<file path="config.mk">
export PLATFORM = sky130hd
export DESIGN_NAME = xcorr_accum
export DESIGN_NICKNAME = d
export VERILOG_FILES = /design/src/rtl/xcorr_pkg.sv /design/src/rtl/xcorr_period.sv /design/src/rtl/xcorr_mac.sv /design/src/rtl/xcorr_serializer.sv /design/src/rtl/xcorr_accum.sv
export SDC_FILE = /design/constraint.sdc
export NUM_CORES = 2
export LEC_CHECK = 0
export BUFFER_PORTS_ARGS = -buffer_cell sky130_fd_sc_hd__buf_2
export CAP_MARGIN = 20
export CORE_UTILIZATION = 40
export DETAILED_ROUTE_END_ITERATION = 6
export SETUP_SLACK_MARGIN = 0.4
export SLEW_MARGIN = 10
export SYNTH_ARGS = -nofsm -noshare
export SYNTH_HDL_FRONTEND = slang
export SYNTH_SLANG_ARGS = --single-unit
</file>
<file path="constraint.sdc">
create_clock -name clk -period 17.9 [get_ports clk]
set_input_delay 3.58 -clock clk [delete_from_list [all_inputs] [get_ports clk]]
set_output_delay 3.58 -clock clk [all_outputs]
set_load 0.01 [all_outputs]
</file>
<file path="src/rtl/xcorr_pkg.sv">
package xcorr_pkg;
  localparam int NUM_TERMS = 8;
  localparam int NUM_LANES = 4;

  // lane numbering: 0 = I1, 1 = Q1, 2 = I2, 3 = Q2
  function automatic int term_lane_a(input int k);
    return k / 2;
  endfunction

  function automatic int term_lane_b(input int k);
    case (k)
      0: return 0;
      1: return 3;
      2: return 1;
      3: return 2;
      4: return 2;
      5: return 0;
      6: return 3;
      default: return 1;
    endcase
  endfunction

  // accumulator width that holds a full window of extreme products
  function automatic int acc_width(input int sample_w, input int period_len);
    return 2 * sample_w + $clog2(period_len);
  endfunction
endpackage

</file>
<file path="src/rtl/xcorr_period.sv">
module xcorr_period #(
  parameter int PERIOD_LEN = 16
) (
  input  logic clk,
  input  logic rst_n,
  input  logic sample_en,
  output logic last_sample,
  output logic period_done
);
  localparam int CNT_W = $clog2(PERIOD_LEN);

  logic [CNT_W-1:0] cnt;

  assign last_sample = sample_en && (cnt == CNT_W'(PERIOD_LEN - 1));

  always_ff @(posedge clk) begin
    if (!rst_n) begin
      cnt         <= '0;
      period_done <= 1'b0;
    end else begin
      period_done <= last_sample;
      if (last_sample)    cnt <= '0;
      else if (sample_en) cnt <= cnt + 1'b1;
    end
  end

  // the sample count never passes the window length
  a_r4_count_range: assert property (@(posedge clk) disable iff (!rst_n)
    cnt <= CNT_W'(PERIOD_LEN - 1));

  // a close pulse always follows an accepted sample
  a_r5_done_after_sample: assert property (@(posedge clk) disable iff (!rst_n)
    period_done |-> $past(sample_en));

  // never two pulses in a row (window length of at least 2)
  a_r5_single_pulse: assert property (@(posedge clk) disable iff (!rst_n)
    period_done |=> !period_done);
endmodule

</file>
<file path="src/rtl/xcorr_mac.sv">
module xcorr_mac #(
  parameter int SAMPLE_W = 6,
  parameter int ACC_W    = 16
) (
  input  logic                       clk,
  input  logic                       rst_n,
  input  logic                       sample_en,
  input  logic                       close,
  input  logic signed [SAMPLE_W-1:0] op_a,
  input  logic signed [SAMPLE_W-1:0] op_b,
  output logic signed [ACC_W-1:0]    closed_sum
);
  localparam int PROD_W = 2 * SAMPLE_W;

  logic signed [PROD_W-1:0] prod;
  logic signed [ACC_W-1:0]  prod_ext;
  logic signed [ACC_W-1:0]  acc;
  logic        [ACC_W:0]    wide_sum;

  assign prod       = op_a * op_b;
  assign prod_ext   = {{(ACC_W-PROD_W){prod[PROD_W-1]}}, prod};
  assign closed_sum = acc + prod_ext;
  assign wide_sum   = {acc[ACC_W-1], acc} + {prod_ext[ACC_W-1], prod_ext};

  always_ff @(posedge clk) begin
    if (!rst_n)         acc <= '0;
    else if (sample_en) acc <= close ? '0 : closed_sum;
  end

  // the running sum never leaves the signed range of ACC_W bits
  a_r3_no_overflow: assert property (@(posedge clk) disable iff (!rst_n)
    sample_en |-> (wide_sum[ACC_W] == wide_sum[ACC_W-1]));

  // with no accepted sample the accumulator holds
  a_r4_idle_hold: assert property (@(posedge clk) disable iff (!rst_n)
    !sample_en |=> $stable(acc));
endmodule

</file>
<file path="src/rtl/xcorr_serializer.sv">
module xcorr_serializer #(
  parameter int ACC_W     = 16,
  parameter int NUM_WORDS = 8
) (
  input  logic                               clk,
  input  logic                               rst_n,
  input  logic                               load,
  input  logic [NUM_WORDS-1:0][ACC_W-1:0]    words_in,
  output logic                               ser_data,
  output logic                               ser_valid,
  output logic                               ser_first,
  output logic                               overrun
);
  localparam int BIT_W  = $clog2(ACC_W);
  localparam int WIDX_W = $clog2(NUM_WORDS);

  logic [NUM_WORDS-1:0][ACC_W-1:0] hold;
  logic [WIDX_W-1:0] word_idx;
  logic [BIT_W-1:0]  bit_idx;
  logic              busy;
  logic              word_end;
  logic              frame_end;

  assign word_end  = busy && (bit_idx == '0);
  assign frame_end = word_end && (word_idx == WIDX_W'(NUM_WORDS - 1));
  assign ser_valid = busy;
  assign ser_first = busy && (bit_idx == BIT_W'(ACC_W - 1));
  assign ser_data  = busy && hold[word_idx][bit_idx];

  always_ff @(posedge clk) begin
    if (!rst_n) begin
      hold     <= '0;
      word_idx <= '0;
      bit_idx  <= '0;
      busy     <= 1'b0;
      overrun  <= 1'b0;
    end else if (load) begin
      hold     <= words_in;
      word_idx <= '0;
      bit_idx  <= BIT_W'(ACC_W - 1);
      busy     <= 1'b1;
      if (busy && !frame_end) overrun <= 1'b1;
    end else if (busy) begin
      if (frame_end) begin
        busy <= 1'b0;
      end else if (word_end) begin
        word_idx <= word_idx + 1'b1;
        bit_idx  <= BIT_W'(ACC_W - 1);
      end else begin
        bit_idx <= bit_idx - 1'b1;
      end
    end
  end

  // the word marker only appears inside a frame
  a_r6_first_in_frame: assert property (@(posedge clk) disable iff (!rst_n)
    ser_first |-> ser_valid);

  // a frame runs to its end unless a new load arrives
  a_r6_no_early_stop: assert property (@(posedge clk) disable iff (!rst_n)
    (busy && !frame_end && !load) |=> busy);

  // once raised, overrun stays raised
  a_r8_overrun_sticky: assert property (@(posedge clk) disable iff (!rst_n)
    overrun |=> overrun);
endmodule

</file>
<file path="src/rtl/xcorr_accum.sv">
module xcorr_accum #(
  parameter int SAMPLE_W   = 6,
  parameter int PERIOD_LEN = 3200000
) (
  input  logic                       clk,
  input  logic                       rst_n,
  input  logic                       in_valid,
  input  logic signed [SAMPLE_W-1:0] i1,
  input  logic signed [SAMPLE_W-1:0] q1,
  input  logic signed [SAMPLE_W-1:0] i2,
  input  logic signed [SAMPLE_W-1:0] q2,
  output logic                       ser_data,
  output logic                       ser_valid,
  output logic                       ser_first,
  output logic                       period_done,
  output logic                       overrun
);
  import xcorr_pkg::*;

  localparam int ACC_W = acc_width(SAMPLE_W, PERIOD_LEN);

  logic signed [SAMPLE_W-1:0] lanes [NUM_LANES];
  logic [NUM_TERMS-1:0][ACC_W-1:0] closed_sums;
  logic last_sample;

  assign lanes[0] = i1;
  assign lanes[1] = q1;
  assign lanes[2] = i2;
  assign lanes[3] = q2;

  xcorr_period #(.PERIOD_LEN(PERIOD_LEN)) u_period (
    .clk         (clk),
    .rst_n       (rst_n),
    .sample_en   (in_valid),
    .last_sample (last_sample),
    .period_done (period_done)
  );

  for (genvar k = 0; k < NUM_TERMS; k++) begin : g_term
    localparam int LA = term_lane_a(k);
    localparam int LB = term_lane_b(k);
    logic signed [ACC_W-1:0] sum_k;

    xcorr_mac #(.SAMPLE_W(SAMPLE_W), .ACC_W(ACC_W)) u_mac (
      .clk        (clk),
      .rst_n      (rst_n),
      .sample_en  (in_valid),
      .close      (last_sample),
      .op_a       (lanes[LA]),
      .op_b       (lanes[LB]),
      .closed_sum (sum_k)
    );
    assign closed_sums[k] = sum_k;
  end

  xcorr_serializer #(.ACC_W(ACC_W), .NUM_WORDS(NUM_TERMS)) u_ser (
    .clk       (clk),
    .rst_n     (rst_n),
    .load      (last_sample),
    .words_in  (closed_sums),
    .ser_data  (ser_data),
    .ser_valid (ser_valid),
    .ser_first (ser_first),
    .overrun   (overrun)
  );

  // a frame opens with a word marker in the cycle of the close pulse
  a_r6_frame_opens: assert property (@(posedge clk) disable iff (!rst_n)
    period_done |-> (ser_valid && ser_first));

  // no serial activity right after reset release
  a_r1_quiet_after_reset: assert property (@(posedge clk)
    !rst_n |=> (!ser_valid && !period_done && !overrun));
endmodule

</file>
Yosys cells after proc, flatten, opt, wreduce, memory -nomap -nowiden
Cells that the tools add are included.
{"block": "word_totals", "ff_bits": 578, "input_bits": 27, "output_inout_bits": 5, "word_cells": 83}
{"block": "classes", "n_addsub": 11, "mul": 8, "order_cmp": 2, "eq_ne": 4, "mux": 19, "n_bitwise": 2, "n_reduce_logical": 14}
{"op": "34-bit 2-to-1 mux", "count": 9}
{"op": "34-bit by 12-bit adder with 34-bit output", "count": 8}
{"op": "34-bit binary-select mux with 3-bit select", "count": 1}
{"op": "6-bit by 6-bit multiplier with 12-bit output", "count": 8}
{"op": "6-bit 2-to-1 mux", "count": 4}
{"op": "22-bit by 1-bit adder with 22-bit output, second input constant", "count": 1}
{"op": "22-bit equality test, second input constant", "count": 1}
{"op": "6-bit by 7-bit less-than comparator with 1-bit output, second input constant", "count": 1}
{"op": "1-bit binary-select mux with 6-bit select", "count": 1}
{"op": "6-bit equality test, second input constant", "count": 1}
{"op": "1-bit logical AND", "count": 6}
{"op": "6-bit zero test", "count": 1}
{"op": "2-bit AND reduction", "count": 3}
{"op": "6-bit by 1-bit subtractor with 6-bit output, second input constant", "count": 1}
{"op": "3-bit by 4-bit less-than comparator with 1-bit output, second input constant", "count": 1}
{"op": "1-bit 2-to-1 mux", "count": 4}
{"op": "3-bit by 1-bit adder with 3-bit output, second input constant", "count": 1}
{"op": "3-bit equality test, second input constant", "count": 1}
{"op": "3-bit AND reduction", "count": 1}
{"op": "2-bit != test, second input constant", "count": 1}
{"op": "1-bit NOT", "count": 2}
{"op": "2-bit nonzero test", "count": 1}
{"op": "2-bit OR reduction", "count": 1}
{"op": "1-bit zero test", "count": 1}

Longest topological paths before layout
{"block": "logic_depth", "word_depth": 6, "depth_mapped": 23, "ltp_nobuf": 21}

Cells and area by module
From an unflattened synthesis, not the netlist that was laid out.
{"block": "unflattened", "hier_cells": 6954, "hier_area_um2": 61946.9}
{"module": "xcorr_serializer", "instances": 1, "cells_per_inst": 1140, "area_per_inst_um2": 13038.8, "seq_area_each_um2": 5665.4}
{"module": "xcorr_mac at g_term[5].u_mac ...", "instances": 2, "cells_per_inst": 739, "area_per_inst_um2": 6243.5, "seq_area_each_um2": 680.7}
{"module": "xcorr_mac at g_term[0].u_mac ...", "instances": 2, "cells_per_inst": 683, "area_per_inst_um2": 5781.8, "seq_area_each_um2": 680.7}
{"module": "xcorr_mac at g_term[2].u_mac", "instances": 1, "cells_per_inst": 744, "area_per_inst_um2": 6108.4, "seq_area_each_um2": 680.7}
{"module": "xcorr_mac at g_term[7].u_mac", "instances": 1, "cells_per_inst": 716, "area_per_inst_um2": 5948.2, "seq_area_each_um2": 680.7}
{"module": "xcorr_mac at g_term[4].u_mac", "instances": 1, "cells_per_inst": 707, "area_per_inst_um2": 5906.9, "seq_area_each_um2": 680.7}
{"module": "xcorr_mac at g_term[3].u_mac", "instances": 1, "cells_per_inst": 678, "area_per_inst_um2": 5799.3, "seq_area_each_um2": 680.7}
{"module": "xcorr_period", "instances": 1, "cells_per_inst": 125, "area_per_inst_um2": 1094.8, "seq_area_each_um2": 460.4}

Worst setup path after synthesis
Ideal clock, no wire load.
{"block": "synth_path", "kind": "input port to flip-flop", "from": "input q1[1]", "to": "register g_term[7].u_mac.acc[31]", "setup_ns": 0.117, "arrival_time_ns": 9.454, "t_required_ns": 17.783, "slack_ns": 8.329, "stages": 20, "path_buffers": 3, "cell_sequence": "clkbuf_1 -> clkbuf_1 -> nand2_1 -> fa_1 -> fa_1 -> inv_1 -> fa_1 -> inv_1 -> fa_1 -> inv_1 -> ha_1 -> buf_2 -> a211oi_1 -> nand2_1 -> o21a_1 -> a311o_1 -> a2111oi_1 -> nor3_2 -> a311o_1 -> a32o_1"}
{"block": "synth_between", "elab_chain_len": 3}
{"element": "start, declared", "line_no": "xcorr_accum.sv:9", "rtl": "input logic signed [SAMPLE_W-1:0] q1,"}
{"element": "6-bit by 6-bit multiplier with 12-bit output", "line_no": "xcorr_mac.sv:20", "rtl": "assign prod = op_a * op_b;"}
{"element": "34-bit by 12-bit adder with 34-bit output", "line_no": "xcorr_mac.sv:22", "rtl": "assign closed_sum = acc + prod_ext;"}
{"element": "34-bit 2-to-1 mux", "line_no": "xcorr_mac.sv:27", "rtl": "else if (sample_en) acc <= close ? '0 : closed_sum;"}
{"element": "end signal, assigned", "line_no": "xcorr_mac.sv:27"}
{"element": "end, declared", "line_no": "xcorr_mac.sv:17", "rtl": "logic signed [ACC_W-1:0] acc;"}
Every way passes these cells.
A chain may end at the register's enable or synchronous reset.

Worst setup path after layout
{"block": "layout_path", "from": "input i2[5]", "to": "register g_term[5].u_mac.acc[25]"}
{"block": "layout_between", "elab_chain_len": 3}
{"element": "start, declared", "line_no": "xcorr_accum.sv:10", "rtl": "input logic signed [SAMPLE_W-1:0] i2,"}
{"element": "6-bit by 6-bit multiplier with 12-bit output", "line_no": "xcorr_mac.sv:20"}
{"element": "34-bit by 12-bit adder with 34-bit output", "line_no": "xcorr_mac.sv:22"}
{"element": "34-bit 2-to-1 mux", "line_no": "xcorr_mac.sv:27"}
{"element": "end signal, assigned", "line_no": "xcorr_mac.sv:27"}
{"element": "end, declared", "line_no": "xcorr_mac.sv:17"}
Every way passes these cells.

==> metrics.yaml <==
mappedNetlistArea_um2: 56760
total_leakage_power_nw: 29.66
synth_cell_types: 82
setup.worst_path.start_class: "input port"
crit_type: "input port to flip-flop"
cap_violations: 0
area_delta_synth_final_pct: 8.083
number_of_enable_type_register_cells_in_the_synthesized_netlist: 0
insertion_delay_ns: 0.67
fin_nets: 7748
first_global_vias: 45640
cts-htree-levels: 3
globalRouteTotalUtil_pct: 23.56
viasPerCell: 5.357
floorplan.die.height_um: 378.7
tritoncts: "done"
slew_margin_rel_pct: 27.13
ctsResizeCount: 0
numClockSinks: 578
worst_ep_required_time_ns: 18.50
reg2reg_setup_slack_ns: 12.73
critPathMaxFanout: 18
synthFlopType: "dfxtp_1"
initial_antenna_violation_count: 11
vias: 45370
start_util_pct: 40.48
fin_setup_tns_ns: 0
syn-instance-count: 6647
synth_area_per_cell_um2: 8.539
cts-root-buf: "clkbuf_16"
synthDominantCellAreaShare_pct: 20.63
run_status: "finished, final reports clean"
firstDrtPassIters: 6
number_of_buffers_added_on_ports: 31
ir_worst_vdd_mv: 0.08602
fmaxAchievable_mhz: 101.6
dpl-instance-area_um2: 58750
core-area_um2: 140200
hpwl_mm: 124.0
cell_area_after_layout_um2: 61350
slew_of_the_pin_with_the_lowest_slew_margin_ns: 1.093
worst_ep_arrival_time_ns: 10.44
drt_drc_violations_left: 0
detail_route.wirelength_mm: 166.6
worst_hold_path.num_cells: 2
global_route_wire_length_before_repair_mm: 263.6
pwr_density_cell_nw_per_um2: 193.7
grt_start_max_net_pins: 163
finalCriticalPeriod_ns: 9.842
drive_gt1_share_pct: 4.978
pin_count: 32
drt_iter0_drc: 2962
cts_made_buffers: 74
r2r_cells: 17
cts.hold.buffers_added: 0
cts_setup_buffers: 0
synth_largest_area_cell: "fa_1"
final-setup-viol-count: 0
postLayoutCoreUtil_pct: 43.75
number_of_rows_created_at_floorplan: 137
grt-ovfl-total: 0
place.gp.congestion: 0.9377
die_width_um: 378.7
yosys-top-cells-area: "fa_1 (21%), dfxtp_1 (20%), ha_1 (13%)"
hold_violation_total_from_the_final_report: 0
final.setup_skew_ns: 0.03375
slew_viol_final: 0
yosysWarningCount: 0
fp.dieArea_um2: 143400
drtAntennaViolNets: 0
critPathCaptureType: "flip-flop"
finalPower_w: 0.01188
asyncSetResetFlopFracSynth_pct: 0
avgRoutedWirePerCell_um: 19.67
synth-seq-area-share_pct: 20.39
period_share_pct: 54.98
rsz0062_at_grt: "false"
clkTransAtPathRegs_ns: 0.07
yosys_register_bits: 578
cts_buffer_depth: 3
hold_slack_ns: 0.4493
worst_hold_path_type: "flip-flop to flip-flop"
mappedNetlistNets: 7862
## layer usage
metal / track usage (%) / vias to the layer above / wire [um]
met4: 7.478 / 6 / 5170
li1: - / 21380 / -
met5: 0 / - / 37
met2: 39.37 / 1192 / 77880
met3: 3.008 / 269 / 9344
met1: 31.43 / 22520 / 74140
## path summary, 6_finish.rpt
| path | start | to |
|---|---|---|
| worst max register to register | g_term[5].u_mac.acc[5]$_SDFFE_PN0P_ | g_term[5].u_mac.acc[25]$_SDFFE_PN0P_ |
| worst max-delay path | i2[5] | g_term[5].u_mac.acc[25]$_SDFFE_PN0P_ |
| worst min-delay path | g_term[3].u_mac.acc[21]$_SDFFE_PN0P_ | g_term[3].u_mac.acc[21]$_SDFFE_PN0P_ |
| worst min register to register | g_term[3].u_mac.acc[21]$_SDFFE_PN0P_ | g_term[3].u_mac.acc[21]$_SDFFE_PN0P_ |
## Yosys cell counts, types with 16 or more instances
cell type,n
a211oi_1,45
a21o_1,136
a21oi_1,527
a22o_1,99
a22oi_1,24
a31oi_1,36
a41oi_1,16
and2_1,83
and3_1,25
clkbuf_1,250
dfxtp_1,578
fa_1,585
ha_1,603
inv_1,1315
mux2i_1,39
mux4_2,69
nand2_1,606
nand2b_1,35
nand3_1,157
nand4_1,34
nor2_1,480
nor2b_1,22
nor3_1,45
o211ai_1,27
o21a_1,32
o21ai_0,169
o21bai_1,39
o2bb2ai_1,16
o31ai_1,20
xnor2_1,176
xor2_1,129
## final cells by class
| type | instances | area [um2] |
|---|---|---|
| multi-input cells | 4471 | 39220 |
| clock buffers | 97 | 2072 |
| well taps | 1876 | 2347 |
| fillers | 13990 | 78870 |
| repair buffers | 86 | 630.6 |
| diodes | 4 | 10.01 |
| inverters | 1322 | 4975 |
| flip-flops and latches | 578 | 11580 |
| clock inverters | 35 | 518.0 |
## critical path, stage by stage
cell      delay, ns
buf_2          0.22
inv_1          0.51
nor2_1         0.20
a21o_1         0.26
ha_1           0.33
inv_1          0.06
fa_1           0.70
inv_1          0.55
fa_1           0.68
inv_1          0.05
fa_1           0.48
inv_1          0.04
ha_1           0.34
nand3_1        0.12
or4b_2         0.71
o211ai_1       0.41
o31ai_2        0.19
o21ai_0        0.18
a21oi_1        0.10
xnor2_1        0.50
a22o_1         0.22
## logic make-up after synthesis
group / after synthesis / share of synthesized area [%]
AO/OA/AOI/OAI: 1295 / 14.56
XOR/XNOR: 305 / 4.706
adder cells (fa/ha/maj): 1188 / 33.92
buffers and inverters: 1598 / 10.64
flip-flops: 578 / 20.39
multiplexers: 112 / 3.505
AND/OR/NAND/NOR: 1571 / 12.28
## sequential cells by signal (all words and copies together), names as in the netlist
register              flops
g_term.u_mac.acc        272
u_ser.hold              272
u_ser.ser_valid           1
u_ser.overrun             1
u_ser.bit_idx             6
u_period.period_done      1
u_period.cnt             22
u_ser.word_idx            3
## power by group
| part | total, W | switching (W) | internal, W |
|---|---|---|---|
| Combinational | 0.00867 | 0.00538 | 0.00328 |
| Clock | 0.00163 | 0.000663 | 0.000971 |
| Sequential | 0.00158 | 0.000104 | 0.00148 |
| Total | 0.0119 | 0.00615 | 0.00573 |
## metrics by stage
stage / setup WS (ns) / instances
5_1_grt: 7.714 / 8467
6_report: 8.058 / 8469
3_5_place_dp: 7.460 / 8333
2_1_floorplan: 8.329 / 6647
3_3_place_gp: 7.485 / 8331
4_1_cts: 8.171 / 8465
## cells in the final DEF (no fill, tap or decap), types with 83 or more instances in the layout
cell | netlist | layout
dfxtp_1 | 578 | 576
xnor2_1 | 176 | 176
a21o_1 | 136 | 136
a21oi_1 | 527 | 527
a22o_1 | 99 | 99
nand2_1 | 606 | 604
fa_1 | 585 | 585
ha_1 | 603 | 603
inv_1 | 1315 | 1314
and2_1 | 83 | 83
nor2_1 | 480 | 476
o21ai_0 | 169 | 169
nand3_1 | 157 | 157
xor2_1 | 129 | 129
No activity file was read; power rests on OpenSTA's default activity.
